**src/rtl/spi_regfile.sv**
```systemverilog
module spi_regfile #(
  parameter int DEPTH  = 8,
  parameter int WORD_W = 32
) (
  input  logic              clk,
  input  logic              rst_n,
  input  logic              bus_sel,
  input  logic              bus_wr,
  input  logic [5:0]        bus_addr,
  input  logic [31:0]       bus_wdata,
  output logic [31:0]       bus_rdata,
  output logic              cfg_enable,
  output logic [7:0]        cfg_clk_div,
  output logic              cfg_capture_fall,
  output logic              cfg_idle_high,
  output logic              cfg_clk_delay,
  output logic              cfg_frame_pol,
  output logic              cfg_frame_edge,
  output logic [5:0]        cfg_tx_wlen,
  output logic [1:0]        cfg_tx_fmt,
  output logic [5:0]        cfg_tx_dlen,
  output logic [1:0]        cfg_rx_fmt,
  output logic [5:0]        cfg_rx_dlen,
  output logic [3:0]        cfg_tx_thr,
  output logic [3:0]        cfg_rx_thr,
  input  logic              eng_busy,
  input  logic              eng_tx_done,
  output logic              tx_valid,
  input  logic              tx_ready,
  output logic [WORD_W-1:0] tx_word,
  input  logic              rx_valid,
  input  logic [WORD_W-1:0] rx_word,
  output logic              irq
);
  localparam int PW = (DEPTH > 1) ? $clog2(DEPTH) : 1;
  localparam int CW = $clog2(DEPTH + 1);
  localparam logic [CW-1:0] FULL = CW'(DEPTH);
  localparam logic [4:0] FLAG_MASK = 5'b11001;

  localparam logic [5:0] A_CTL = 6'h00, A_CLK = 6'h04, A_TXW = 6'h08, A_RXW = 6'h0C,
                         A_FRM = 6'h10, A_STS = 6'h14, A_IEN = 6'h18, A_ICL = 6'h1C,
                         A_FIF = 6'h20, A_DAT = 6'h24;

  function automatic logic [PW-1:0] nxt(input logic [PW-1:0] p);
    return (p == PW'(DEPTH - 1)) ? '0 : p + 1'b1;
  endfunction

  wire wr_en = bus_sel & bus_wr;
  wire rd_en = bus_sel & ~bus_wr;

  logic [4:0] ien_q, flg_q;

  always_ff @(posedge clk or negedge rst_n) begin
    if (!rst_n) begin
      cfg_enable <= 1'b0; cfg_clk_div <= '0;
      cfg_capture_fall <= 1'b0; cfg_idle_high <= 1'b0; cfg_clk_delay <= 1'b0;
      cfg_frame_pol <= 1'b0; cfg_frame_edge <= 1'b0;
      cfg_tx_wlen <= '0; cfg_tx_fmt <= '0; cfg_tx_dlen <= '0;
      cfg_rx_fmt <= '0; cfg_rx_dlen <= '0;
      cfg_tx_thr <= '0; cfg_rx_thr <= '0;
      ien_q <= '0;
    end else if (wr_en) begin
      case (bus_addr)
        A_CTL: cfg_enable <= bus_wdata[0];
        A_CLK: begin
          cfg_capture_fall <= bus_wdata[14];
          cfg_idle_high    <= bus_wdata[13];
          cfg_clk_delay    <= bus_wdata[12];
          cfg_clk_div      <= bus_wdata[7:0];
        end
        A_TXW: begin
          cfg_tx_wlen <= bus_wdata[13:8];
          cfg_tx_fmt  <= bus_wdata[7:6];
          cfg_tx_dlen <= bus_wdata[5:0];
        end
        A_RXW: begin
          cfg_rx_fmt  <= bus_wdata[7:6];
          cfg_rx_dlen <= bus_wdata[5:0];
        end
        A_FRM: begin
          cfg_frame_pol  <= bus_wdata[15];
          cfg_frame_edge <= bus_wdata[14];
        end
        A_IEN: ien_q <= bus_wdata[4:0] & FLAG_MASK;
        A_FIF: begin
          cfg_tx_thr <= bus_wdata[11:8];
          cfg_rx_thr <= bus_wdata[3:0];
        end
        default: ;
      endcase
    end
  end

  // transmit FIFO
  logic [WORD_W-1:0] tx_mem [DEPTH];
  logic [PW-1:0]     tx_wp, tx_rp;
  logic [CW-1:0]     tx_cnt;
  wire tx_flush = wr_en && bus_addr == A_FIF && bus_wdata[12];
  wire tx_push  = wr_en && bus_addr == A_DAT && tx_cnt != FULL;
  wire tx_pop   = tx_valid && tx_ready;

  assign tx_valid = cfg_enable && tx_cnt != '0;
  assign tx_word  = tx_mem[tx_rp];

  always_ff @(posedge clk) if (tx_push) tx_mem[tx_wp] <= bus_wdata[WORD_W-1:0];

  always_ff @(posedge clk or negedge rst_n) begin
    if (!rst_n) begin
      tx_wp <= '0; tx_rp <= '0; tx_cnt <= '0;
    end else if (tx_flush) begin
      tx_wp <= '0; tx_rp <= '0; tx_cnt <= '0;
    end else begin
      if (tx_push) tx_wp <= nxt(tx_wp);
      if (tx_pop)  tx_rp <= nxt(tx_rp);
      case ({tx_push, tx_pop})
        2'b10:   tx_cnt <= tx_cnt + 1'b1;
        2'b01:   tx_cnt <= tx_cnt - 1'b1;
        default: ;
      endcase
    end
  end

  // receive FIFO
  logic [WORD_W-1:0] rx_mem [DEPTH];
  logic [PW-1:0]     rx_wp, rx_rp;
  logic [CW-1:0]     rx_cnt;
  wire rx_flush = wr_en && bus_addr == A_FIF && bus_wdata[4];
  wire rx_push  = rx_valid && rx_cnt != FULL;
  wire rx_ovr   = rx_valid && rx_cnt == FULL;
  wire rx_pop   = rd_en && bus_addr == A_DAT && rx_cnt != '0;

  always_ff @(posedge clk) if (rx_push) rx_mem[rx_wp] <= rx_word;

  always_ff @(posedge clk or negedge rst_n) begin
    if (!rst_n) begin
      rx_wp <= '0; rx_rp <= '0; rx_cnt <= '0;
    end else if (rx_flush) begin
      rx_wp <= '0; rx_rp <= '0; rx_cnt <= '0;
    end else begin
      if (rx_push) rx_wp <= nxt(rx_wp);
      if (rx_pop)  rx_rp <= nxt(rx_rp);
      case ({rx_push, rx_pop})
        2'b10:   rx_cnt <= rx_cnt + 1'b1;
        2'b01:   rx_cnt <= rx_cnt - 1'b1;
        default: ;
      endcase
    end
  end

  // sticky flags, set wins over clear
  wire [4:0] flg_set = {eng_tx_done, rx_push, 2'b00, rx_ovr};
  wire [4:0] flg_clr = (wr_en && bus_addr == A_ICL) ? (bus_wdata[4:0] & FLAG_MASK) : 5'b0;

  always_ff @(posedge clk or negedge rst_n) begin
    if (!rst_n) flg_q <= '0;
    else        flg_q <= (flg_q & ~flg_clr) | flg_set;
  end

  assign irq = |(flg_q & ien_q);

  always_comb begin
    case (bus_addr)
      A_CTL:   bus_rdata = {31'b0, cfg_enable};
      A_CLK:   bus_rdata = {17'b0, cfg_capture_fall, cfg_idle_high, cfg_clk_delay, 4'b0, cfg_clk_div};
      A_TXW:   bus_rdata = {18'b0, cfg_tx_wlen, cfg_tx_fmt, cfg_tx_dlen};
      A_RXW:   bus_rdata = {24'b0, cfg_rx_fmt, cfg_rx_dlen};
      A_FRM:   bus_rdata = {16'b0, cfg_frame_pol, cfg_frame_edge, 14'b0};
      A_STS:   bus_rdata = {24'b0, eng_busy, 1'b0, tx_cnt != FULL, 4'b0, rx_cnt != '0};
      A_IEN:   bus_rdata = {27'b0, ien_q};
      A_ICL:   bus_rdata = {27'b0, flg_q};
      A_FIF:   bus_rdata = {20'b0, cfg_tx_thr, 4'b0, cfg_rx_thr};
      A_DAT:   bus_rdata = (rx_cnt != '0) ? 32'(rx_mem[rx_rp]) : 32'b0;
      default: bus_rdata = 32'b0;
    endcase
  end

  p_tx_bound_r4: assert property (@(posedge clk) disable iff (!rst_n) tx_cnt <= FULL);
  p_rx_bound_r8: assert property (@(posedge clk) disable iff (!rst_n) rx_cnt <= FULL);
  p_tx_hold_r3: assert property (@(posedge clk) disable iff (!rst_n)
    tx_valid && !tx_ready && !tx_flush && !(wr_en && bus_addr == A_CTL) |=> tx_valid && $stable(tx_word));
  p_flush_r7: assert property (@(posedge clk) disable iff (!rst_n)
    tx_flush |=> !tx_valid && bus_rdata != 32'hFFFF_FFFF);
  p_ovr_r8: assert property (@(posedge clk) disable iff (!rst_n) rx_ovr |=> flg_q[0]);
  p_empty_rd_r5: assert property (@(posedge clk) disable iff (!rst_n)
    rd_en && bus_addr == A_DAT && rx_cnt == '0 && !rx_valid |=> rx_cnt == '0);
  p_w1c_r9: assert property (@(posedge clk) disable iff (!rst_n)
    wr_en && bus_addr == A_ICL && bus_wdata[3] && !rx_valid |=> !flg_q[3]);
endmodule

```
**config.mk**
```make
export PLATFORM = sky130hd
export DESIGN_NAME = spi_regfile
export DESIGN_NICKNAME = d
export VERILOG_FILES = /design/src/rtl/spi_regfile.sv
export SDC_FILE = /design/constraint.sdc
export NUM_CORES = 1
export LEC_CHECK = 0
export ABC_CLOCK_PERIOD_IN_PS = 8000
export BUFFER_PORTS_ARGS = -buffer_cell sky130_fd_sc_hd__buf_2
export CORE_MARGIN = 1
export CORE_UTILIZATION = 60
export DETAILED_ROUTE_END_ITERATION = 10
export PLACE_DENSITY_LB_ADDON = 0.2
export SKIP_LAST_GASP = 1
export SLEW_MARGIN = 20
export SYNTH_ARGS = -nofsm -noshare
export SYNTH_HDL_FRONTEND = slang
export SYNTH_SLANG_ARGS = --single-unit
```
**constraint.sdc**
```tcl
create_clock -name clk -period 8 [get_ports clk]
set_input_delay 0.8 -clock clk [delete_from_list [all_inputs] [get_ports clk]]
set_output_delay 0.8 -clock clk [all_outputs]
set_load 0.05 [all_outputs]
```
Word level (Yosys, flattened, before mapping). Memory sizes are Yosys's and may differ from the RTL's. Cells that the tools add are included.

Bits in registers: 72. Bits in writable memories: 512. Bits of input ports: 78. Output and inout port bits: 110. Logic and storage cells: 111. Memories kept: 2.

Add/subtract/negate cells: 8. Equality and inequality tests: 20. Multiplexer cells: 23. Bitwise gates (word level): 7. Reduce and logical (&&, ||, !) cells: 29.

Memories: rx_mem (words 8, width 32, read ports 1, clocked after memory_dff 0, wr ports 1, line 124) `logic [WORD_W-1:0] rx_mem [DEPTH];`; tx_mem (words 8, width 32, read ports 1, clocked after memory_dff 0, wr ports 1, line 95) `logic [WORD_W-1:0] tx_mem [DEPTH];`.

Operators with widths (number): case mux 32 bit (10 select lines) (1); two-way mux 3 bit (12); two-way mux 32 bit (1); == test 6 x 5 -> 1 bit, second input constant (4); case mux 4 bit (2 select lines) (2); AND reduction 2 bit (7); adder 3 x 1 -> 3 bit, second input constant (4); == test 3 bit, second input constant (4); == test 6 x 4 -> 1 bit, second input constant (2); == test 6 bit, second input constant (2); logical AND 1 bit (12); AND 5 bit (2); adder 4 x 1 -> 4 bit, second input constant (2); two-way mux 4 bit (2); inequality test 4 bit, second input constant (2); nonzero test 2 bit (4); nonzero test 4 bit (2); subtractor 4 x 1 -> 4 bit, second input constant (2); == test 6 x 3 -> 1 bit, second input constant (1); zero test 6 bit (1); nonzero test 3 bit (2); two-way mux 5 bit (1); NOT 5 bit (1); bitwise OR 5 bit (1); other kinds (7) (13).

Longest topological paths before layout. Gate-level depths: netlist of the first run.

Depth in word-level cells: 7. Depth in mapped cells: 11.

Worst setup path before layout of the first run. No wires, ideal clock.

Kind: in2reg. Start: input port bus_addr[1]. End: memory tx_mem[0][0], enable pin. Library setup time: 501 ps. Data arrival time: 5247 ps. Slack: 2252 ps. Stages: 5. Path buffers: 2. Cell sequence: or4b_1 > buf_4 > or4_1 > buf_2 > nor4_1.

Word-level cells in the longest chain between the ends: 5.

Ends and longest elaborated chain: from (decl) (line 9) `input logic [5:0] bus_addr,`; == test 6 bit (line 99) `wire tx_push = wr_en && bus_addr == A_DAT && tx_cnt != FULL;`; logical AND 1 bit (2 in a row) (line 99); two-way mux 1 bit (line 105) `always_ff @(posedge clk) if (tx_push) tx_mem[tx_wp] <= bus_wdata[WORD_W-1:0];`; two-way mux 1 bit (implied by the code) (line 105); to (decl) (line 95).

Every way passes these cells.

Worst setup path after layout of the first run.
Start: register rx_rp[0]. End: output port bus_rdata[3].

Word-level cells in the longest chain between the ends: 3.

Ends and longest elaborated chain: from (decl) (line 125) `logic [PW-1:0] rx_wp, rx_rp;`; from (signal assigned) (line 141) `if (rx_pop) rx_rp <= nxt(rx_rp);`; memory (8 x 32 bit); two-way mux 32 bit (line 172) `A_DAT: bus_rdata = (rx_cnt != '0) ? 32'(rx_mem[rx_rp]) : 32'b0;`; case mux 32 bit (10 select lines) (line 162) `case (bus_addr)`; to (decl) (line 11) `output logic [31:0] bus_rdata,`.

Every way passes these cells.

==> summary.txt, run 1 <==
Run status
  • Status: finished clean

Synth
  • Yosys reg bits: 582
  • Yosys Warn Count: 0
  • Top-count cell post-synth: edfxtp_1
  • Synth cell count leaders: edfxtp_1 (512), mux4_2 (128), mux2_2 (82), dfrtp_1 (70), nor2_1 (46)
  • Dominant cells by area after synthesis: edfxtp_1 (67%), mux4_2 (13%), dfrtp_1 (7.7%), mux2_2 (4.0%), mux2i_1 (1.6%)
  • Seq/Total Area, Yosys: 74.86%
  • Synth Cell Area: 22,880 um^2
  • Yosys cell types: 49
  • Synth async-reset ratio: 12.03%
  • Avg Cell Area, Syn: 20.63 um^2
  • Gate Count Post-Synth: 1,109
  • Post-synth EDFFs: 512
  • Prevailing post-synth register cell: edfxtp_1
  • Synth Net Count: 1,199
  • Yosys top cell by area: edfxtp_1
  • Synth top area share: 67.20%

Detailed routing
  • DR top layer: met5
  • Wire per inst: 25.21 um
  • Vias after detailed routing: 11,530
  • Met2 routed WL: 24.42 mm
  • Drt drc: 0
  • WL met3: 2.978 mm
  • Final wirelength: 47.56 mm
  • Wl on met1: 18.88 mm
  • 1st-iter DRT viols: 822
  • ANT nets after route: 0
  • TritonRoute pass-1 iters: 7
  • Routed vias/inst: 6.110

Global route
  • Number of global-route vias before repair: 11,800
  • Largest net degree at the start of global routing: 71
  • Gr usage total: 25.01%
  • Congestion Overflow GR: 0
  • Initial antenna violation count: 7
  • First-pass GRT wire length: 71.12 mm

Setup path
  • Worst Path Arrival: 3450 ps
  • CP Class: reg -> out
  • Worst Path Max Fanout: 48
  • Worst EP required: 7200 ps
  • CP startpoint kind: register
  • Endpoint class of the critical path: primary output

Floorplan
  • Number of top-level pins: 188
  • Die area: 38,920 um^2
  • Die width: 197.3 um
  • Core Box Area: 37,580 um^2
  • Starting density of the core: 60.88%
  • Die H: 197.3 um
  • Row cnt: 71

Layout
  • Nets: 1,416
  • Area Overhead vs Synth: 15.99%
  • Share of layout cells above drive strength 1: 39.20%

Clock tree
  • Post-CTS Repair Setup Buffers: 0
  • CTS Root Cell: clkbuf_16
  • Clock-pin slew on the worst setup and hold paths: 60 ps
  • Worst skew pair latency: 600 ps
  • CTS tree: yes
  • Resized cells post-CTS: 0
  • CTS max path bufs: 3
  • Total CTS buffers: 57
  • Cts-stage hold buffer count: 0
  • CTS H-Tree Depth: 2
  • Clock sinks: 582

Power
  • Cell Pwr Density: 288.9 nW/um^2
  • Leakage: 9.128 nW
  • Maximum VDD drop: 207.0 uV

Timing
  • Total negative slack: 0 ps
  • Achievable Freq: 235.0 MHz
  • Clock skew: 13.91 ps
  • Final slew viol count: 0
  • Tcrit/Tclk final: 53.19%
  • Min Tclk post-route: 4255 ps
  • Worst slew pin tran: 1145 ps
  • Final WS setup: 3745 ps
  • RSZ-0062 raised after global routing: no
  • Count of final setup violators: 0
  • Worst slew margin: 23.51%
  • Final Hold Fails: 0

Placed design
  • Port Buffers: 187
  • Gpl congestion: 0.8521
  • Detailed placement HPWL: 28.12 mm
  • Pre-CTS setup slack: 3746 ps

Worst hold path
  • Hold WC Path Type: in -> reg

Job
  • Max-cap violation count: 0
==> layout make-up <==
cell class,instances,area (um^2)
Tap cell,511,639.4
Antenna cell,1,2.502
Sequential cell,582,17140
Timing Repair Buffer,212,1144
Multi-Input combinational cell,469,5625
Inverter,4,15.01
Clock inverter,39,459.2
Fill cell,2287,11040
Clock buffer,69,1514
==> worst max-delay path, cell delays in order, from the launching register on <==
cell	delay, ps
dfrtp_4	650
buf_4	800
mux4_2	610
mux2_2	290
nand3_1	90
nand3_1	100
buf_2	240
==> worst paths after layout <==
kind | cells past startpoint | slack, ps | from | end
worst min register to register | 1 | 530 | flg_q[4] | flg_q[4]
min in group asynchronous | 2 | 430 | rst_n | cfg_clk_div[3]
max in group asynchronous | 2 | 6870 | rst_n | tx_rp[0]
worst max-delay path | 6 | 3750 | rx_rp[0] | bus_rdata[3]
worst min-delay path | 2 | 400 | eng_tx_done | flg_q[4]
worst max register to register | 6 | 4730 | tx_cnt[1] | tx_mem[1][0]
==> registers in the layout (all words and copies together), names as in the netlist, 4 cells and up <==
register	count
tx_mem	256
cfg_tx_wlen	6
cfg_tx_dlen	6
tx_cnt	4
rx_mem	256
cfg_clk_div	8
cfg_rx_dlen	6
rx_cnt	4
cfg_tx_thr	4
cfg_rx_thr	4
==> stage by stage <==
stage | utilization (%) | std cells | total power, mW | hold slack, ps | area, um^2
3_5_place_dp | 65.27 | 1777 | 4.968 | 509.2 | 24530
4_1_cts | 70.52 | 1885 | 7.739 | 365.5 | 26500
5_1_grt | 70.62 | 1887 | 7.938 | 400.2 | 26540
6_report | 70.62 | 1887 | 7.667 | 402.2 | 26540
2_1_floorplan | - | 1109 | 4.620 | 471.8 | 22880
3_3_place_gp | 65.27 | 1777 | 4.942 | 502.9 | 24530
==> power by group <==
part,internal [mW],switching (mW)
registers,3.55,0.149
logic,0.477,0.714
clock network,1.67,1.10
total,5.70,1.97
==> cells by family (layout without fill, tap and decap cells) <==
group	Yosys count	after routing	synth area share, %
flops	582	582	74.86
other cells	0	1	0
xor+xnor	7	7	0.2680
compound gates	61	61	1.816
mux	247	247	18.26
buf+inv	58	324	1.028
simple gates	142	142	3.117
fa+ha+maj	12	12	0.6563
==> routing by layer <==
metal / vias up / global-route usage, %
met5: - / 0
met2: 389 / 41.93
met4: 12 / 8.900
met1: 6023 / 33.46
met3: 98 / 4.268
li1: 5008 / -
==> cells in the final DEF (no fill, tap or decap), drive strengths merged, types with 4 or more instances in the layout <==
| master | instances |
|---|---|
| nand3 | 5 |
| buf | 212 |
| mux2i | 37 |
| mux4 | 128 |
| a222oi | 8 |
| bufinv | 10 |
| inv | 7 |
| o21ai | 13 |
| a22oi | 9 |
| mux2 | 82 |
| nand2b | 8 |
| clkinv | 22 |
| nor2 | 46 |
| ha | 12 |
| edfxtp | 512 |
| clkinvlp | 4 |
| nor3 | 21 |
| clkbuf | 69 |
| a21oi | 13 |
| nor4 | 6 |
| dfrtp | 70 |
| xnor2 | 4 |
| nand2 | 34 |
| o211ai | 4 |
| and3 | 4 |
No activity file was read; power rests on OpenSTA's default activity.
==> run 2: changes to the inputs <==
ABC_CLOCK_PERIOD_IN_PS = 3900   (was 8000)
CORE_UTILIZATION = 54   (was 60)
clock period = 3.9 ns   (was 8 ns; I/O delays follow)
==> run 2 against run 1 <==
Non-clock buffer count up 23. Critical path depth down 1. Largest power group unchanged. Highest routed layer unchanged. Sequential share of layout area down 0.32 points. Die area up 11%. Setup slack worse by 3100 ps.
==> summary.txt, run 2 (same netlist as run 1, synthesis figures left out) <==
Timing
  • Hold Slack: 41.08 ps
  • Achievable Freq: 303.4 MHz
  • RSZ-0062 raised after global routing: no
  • Count of final setup violators: 0
  • Final Hold Fails: 0
  • Tcrit/Tclk final: 84.51%
  • Final WS setup: 604.1 ps
  • Total negative slack: 0 ps
  • Worst slew pin tran: 981.4 ps
  • Min Tclk post-route: 3296 ps
  • Final slew viol count: 0
  • Worst slew margin: 34.57%
  • Clock skew: 19.54 ps

Power
  • Maximum VDD drop: 401.5 uV
  • Comb pwr share: 16.4%
  • Share of power burned in the clock network: 34.8%
  • Cell Pwr Density: 580.7 nW/um^2
  • Switching share of total power: 25.91%
  • Sequential power share: 48.8%
  • Sw Pwr: 4.012 mW
  • Internal: 11.47 mW
  • Leakage: 9.176 nW
  • Pwr Total: 15.49 mW

Global route
  • Initial antenna violation count: 6
  • Number of global-route vias before repair: 11,964
  • Largest net degree at the start of global routing: 44
  • Congestion Overflow GR: 0
  • Gr usage total: 22.82%
  • First-pass GRT wire length: 72.88 mm

Floorplan
  • Die area: 43,190 um^2
  • Core Box Area: 41,850 um^2
  • Die H: 207.8 um
  • Die width: 207.8 um
  • Starting density of the core: 54.66%
  • Number of top-level pins: 188
  • Row cnt: 75

Setup path
  • R2R setup slack: 1040 ps
  • Endpoint class of the critical path: primary output
  • Worst Path Max Fanout: 34
  • Worst EP required: 3510 ps
  • CP startpoint kind: register
  • FF-to-FF Start: rx_cnt[1]
  • Worst reg2reg endpoint: rx_cnt[3]
  • Worst Path Arrival: 2910 ps
  • CP Class: reg -> out
  • Reg2Reg Depth: 9

Clock tree
  • Clock-pin slew on the worst setup and hold paths: 60 ps
  • CTS max path bufs: 3
  • CTS tree: yes
  • Worst skew pair latency: 610 ps
  • CTS Root Cell: clkbuf_16
  • CTS H-Tree Depth: 2
  • Total CTS buffers: 55
  • Clock sinks: 582
  • Resized cells post-CTS: 0

Placed design
  • Port Buffers: 187
  • Inst Count DP: 1,827
  • Post-DP Area: 24,820 um^2
  • Pre-CTS setup slack: 630.3 ps
  • Detailed placement HPWL: 29.91 mm
  • Gpl congestion: 0.8092

Layout
  • Share of layout cells above drive strength 1: 39.58%
  • Most used cells in the layout excluding fill and tap cells: edfxtp_1 (512), buf_2 (187), mux4_2 (128), mux2_2 (82), dfrtp_1 (64)
  • Nets: 1,437
  • Area Overhead vs Synth: 16.57%
  • Largest registers in the final layout: rx_mem x256, tx_mem x256, cfg_clk_div x8
  • Final core utilization: 63.72%
  • Commonest non-fill, non-tap cell in the layout: edfxtp_1
  • Post-route cell area: 26,670 um^2
  • Layout Cells excl Fill: 1,933

Worst hold path
  • Worst hold start: rx_word[25]
  • Hold WC Path Type: in -> reg
  • Hold EP: rx_mem[3][25]
  • Min-Delay Path Depth: 1

Detailed routing
  • Final wirelength: 48.20 mm
  • Wire per inst: 24.94 um
  • ANT nets after route: 0
  • Vias after detailed routing: 11,445
  • TritonRoute pass-1 iters: 6
  • 1st-iter DRT viols: 939
  • Drt drc: 0
  • Routed vias/inst: 5.921

Run status
  • Status: finished clean

Job
  • Max-cap violation count: 0
run 2: repair_timing:
| action | in CTS | in global routing |
|---|---|---|
| hold buffers | 2 | 0 |
| hold endpoints to repair | 24 | 0 |
| buffers inserted | 0 | 0 |
run 2: how the worst max path moves through the flow:
stage	start	endpoint	slack, ps	cells after the start
floorplan	bus_addr[1]	tx_mem[2][0]	-580	5
global placement	bus_addr[1]	tx_cnt[3]	670	11
detailed placement	bus_addr[1]	tx_cnt[3]	630	11
CTS	rx_rp[0]	bus_rdata[24]	480	5
global route	rx_rp[0]	bus_rdata[24]	380	5
finish	rx_rp[0]	bus_rdata[19]	600	5
run 2: layout make-up:
class	instances	area [um^2]
antenna	2	5.005
clock buffer	71	1458
clock inverter	31	365.4
fill	2888	15180
inverter	4	15.01
multi-input combinational	469	5649
sequential	582	17140
tap	539	674.4
timing repair buffer	235	1364
run 2: power groups by stage:
stage	clock network [mW]	logic [mW]	registers, mW
4_1_cts	5.48	2.59	7.56
3_5_place_dp	0	2.58	7.69
3_3_place_gp	0	2.55	7.66
2_1_floorplan	0	1.78	7.69
6_report	5.38	2.54	7.56
5_1_grt	5.70	2.73	7.60
run 2: worst max-delay path: stages (launching register included):
cell	delay [ps]
dfrtp_4	860
buf_4	410
mux4_2	550
mux2i_1	170
nor2_1	80
buf_2	220
run 2: layer usage:
layer  routed length [um]  GRT usage, %  vias up
met1                19530         29.69     5975
met3                 2820         4.614       93
met4                 1188         7.331        6
li1                     -             -     5050
met5                   34             0        -
met2                24630         38.85      321
==> run 3: changes to the inputs <==
ABC_AREA = 1   (was unset)
ABC_CLOCK_PERIOD_IN_PS = 2800   (was 3900)
clock period = 2.8 ns   (was 3.9 ns; I/O delays follow)
==> run 3 against run 2 <==
Sequential power up 39%. Critical path depth up 2. Sequential share of layout area down 3.4 points. First-iteration DRC count up 34%. Combinational power rose to 3.1 times the previous value. Flip-flop and latch count unchanged. Critical path type unchanged. Register-to-register slack worse by 330 ps. Core utilization up 2.7 points. Total power up 68%. Area after synthesis up 2.3%. Clock skew up 15 ps.
==> summary.txt, run 3 <==
Run status
  • Status: finished clean

Synth
  • Post-synth EDFFs: 512
  • Yosys cell types: 37
  • Synth cell count leaders: edfxtp_1 (512), nor2_1 (404), o21ai_0 (302), nand2_1 (122), inv_1 (71)
  • Synth async-reset ratio: 12.03%
  • Yosys Warn Count: 0
  • Dominant cells by area after synthesis: edfxtp_1 (66%), dfrtp_1 (7.5%), nor2_1 (6.5%), o21ai_0 (6.5%), nand2_1 (2.0%)
  • Gate Count Post-Synth: 1,886
  • Top-count cell post-synth: edfxtp_1
  • Yosys top cell by area: edfxtp_1
  • Synth Cell Area: 23,410 um^2
  • Seq/Total Area, Yosys: 73.16%
  • Synth top area share: 65.68%
  • Avg Cell Area, Syn: 12.41 um^2
  • Synth Net Count: 1,976
  • Prevailing post-synth register cell: edfxtp_1
  • Yosys reg bits: 582

Power
  • Cell Pwr Density: 925.8 nW/um^2
  • Pwr Total: 26.04 mW
  • Comb pwr share: 30.7%
  • Leakage: 10.34 nW
  • Sw Pwr: 9.068 mW
  • Maximum VDD drop: 586.5 uV
  • Share of power burned in the clock network: 29.0%
  • Sequential power share: 40.3%
  • Switching share of total power: 34.82%
  • Internal: 16.98 mW

Worst hold path
  • Hold EP: tx_mem[0][3]
  • Hold WC Path Type: in -> reg
  • Min-Delay Path Depth: 1
  • Worst hold start: bus_wdata[3]

Global route
  • Gr usage total: 26.18%
  • Largest net degree at the start of global routing: 70
  • Initial antenna violation count: 1
  • First-pass GRT wire length: 88.27 mm
  • Number of global-route vias before repair: 15,489
  • Congestion Overflow GR: 0

Setup path
  • Worst Path Max Fanout: 48
  • Critical path's largest stage delay: 480 ps
  • Reg2Reg Depth: 14
  • Worst Path Arrival: 2490 ps
  • CP startpoint kind: register
  • Endpoint class of the critical path: primary output
  • WP buf/inv: 3
  • FF-to-FF Start: rx_cnt[0]
  • Worst path cell trace: buf_4 > bufbuf_16 > o21ai_0 > o21ai_0 > o21ai_1 > a31oi_1 > buf_4
  • Worst EP required: 2520 ps
  • R2R setup slack: 710 ps
  • Cell family with most CP delay: buffers and inverters
  • Worst reg2reg endpoint: rx_cnt[3]
  • CP Class: reg -> out
  • Crit-path slowest cell: dfrtp_4

Timing
  • Final slew viol count: 0
  • Count of final setup violators: 0
  • Hold Slack: 44.94 ps
  • RSZ-0062 raised after global routing: yes
  • Achievable Freq: 361.0 MHz
  • Worst slew margin: 56.19%
  • Tcrit/Tclk final: 98.93%
  • Clock skew: 34.26 ps
  • Total negative slack: 0 ps
  • Final WS setup: 29.82 ps
  • Worst slew pin tran: 657.2 ps
  • Min Tclk post-route: 2770 ps
  • Final Hold Fails: 0

Detailed routing
  • Vias after detailed routing: 15,820
  • TritonRoute pass-1 iters: 5
  • Wire per inst: 20.93 um
  • Final wirelength: 57.89 mm
  • Drt drc: 0
  • 1st-iter DRT viols: 1,256
  • Routed vias/inst: 5.719
  • ANT nets after route: 0

Floorplan
  • Number of top-level pins: 188
  • Die H: 210.2 um
  • Row cnt: 75
  • Die area: 44,190 um^2
  • Starting density of the core: 55.31%
  • Core Box Area: 42,320 um^2
  • Die width: 210.2 um

Clock tree
  • CTS H-Tree Depth: 2
  • CTS max path bufs: 3
  • Clock sinks: 582
  • Total CTS buffers: 57
  • Clock-pin slew on the worst setup and hold paths: 60 ps
  • CTS Root Cell: clkbuf_16
  • CTS tree: yes
  • Worst skew pair latency: 620 ps

Layout
  • Most used cells in the layout excluding fill and tap cells: edfxtp_1 (512), nor2_1 (396), o21ai_0 (300), buf_2 (168), nand2_1 (122)
  • Final core utilization: 66.47%
  • Commonest non-fill, non-tap cell in the layout: edfxtp_1
  • Nets: 2,236
  • Post-route cell area: 28,130 um^2
  • Share of layout cells above drive strength 1: 17.41%
  • Layout Cells excl Fill: 2,766
  • Largest registers in the final layout: rx_mem x256, tx_mem x256, cfg_clk_div x8
  • Area Overhead vs Synth: 20.17%

Placed design
  • Post-DP Area: 25,450 um^2
  • Pre-CTS setup slack: 506.2 ps
  • Detailed placement HPWL: 32.68 mm
  • Gpl congestion: 0.9210
  • Port Buffers: 187
  • Inst Count DP: 2,597

Job
  • Max-cap violation count: 0
-- run 3: cell count changes after synthesis, moves of 43 or more --
cell / change
inv_1: +67
mux4_2: -128
o21ai_0: +289
nand2_1: +88
o22ai_1: +43
nor2_1: +358
mux2_2: -81
-- run 3: cells by family (layout without fill, tap and decap cells) --
logic type	Yosys count	after routing	share of synthesized area (%)
compound gates	475	475	11.46
xor+xnor	3	3	0.1123
fa+ha+maj	12	12	0.6414
buf+inv	191	493	3.362
flops	582	582	73.16
mux	9	9	0.3902
other cells	0	1	0
simple gates	614	614	10.88
-- run 3: power by group through the flow --
| stage | clock network (mW) | registers (mW) | logic [mW] |
|---|---|---|---|
| after floorplan | 0 | 10.8 | 5.16 |
| after global placement | 0 | 10.6 | 7.51 |
| after detailed placement | 0 | 10.6 | 7.66 |
| after CTS | 7.63 | 10.5 | 7.90 |
| after global routing | 7.98 | 10.6 | 8.68 |
| final | 7.54 | 10.5 | 8.00 |
-- run 3: metal layers --
layer,up-vias,wire length [um],track usage [%]
met4,0,1875,10.50
li1,7353,-,-
met3,121,3211,3.293
met5,-,0,0
met2,541,29370,44.55
met1,7805,23430,34.38
-- run 3: what timing repair did --
action | CTS | global route
resized for setup | 18 | 30
cloned | 2 | 1
hold endpoints to repair | 497 | 0
setup buffers | 1 | 1
pin swaps | 3 | 7
hold buffers | 62 | 0
setup endpoints to repair | 18 | 32
-- run 3: worst register-to-register path, cell delays in order (launching register included) --
cell and delay [ps]:
dfrtp_1 430, nor2_1 150, inv_1 60, nor2_2 140
nor2_4 60, buf_12 180, nand3_2 120, inv_1 50
ha_1 280, inv_1 90, nor2_1 50, nor2_1 140
nand3_1 90, nand3_1 80, nand2_1 50
-- run 3: worst max path at each step --
stage	end	slack, ps	cells past startpoint	start
after detailed placement	tx_word[9]	510	7	tx_rp[0]
after global routing	bus_rdata[1]	-70	6	rx_rp[0]
after CTS	tx_word[9]	-40	7	tx_rp[0]
after global placement	bus_rdata[2]	560	6	rx_rp[0]
final	bus_rdata[27]	30	7	rx_rp[0]
after floorplan	tx_mem[3][0]	-830	7	bus_addr[1]
-- run 3: cell type report --
type | count | area (um^2)
inverter | 85 | 329.1
timing repair buffer | 307 | 2505
sequential | 582 | 17140
clock inverter | 18 | 246.5
multi-input combinational | 1113 | 5607
tap | 577 | 721.9
clock buffer | 83 | 1585
fill | 3024 | 14190
antenna | 1 | 2.502
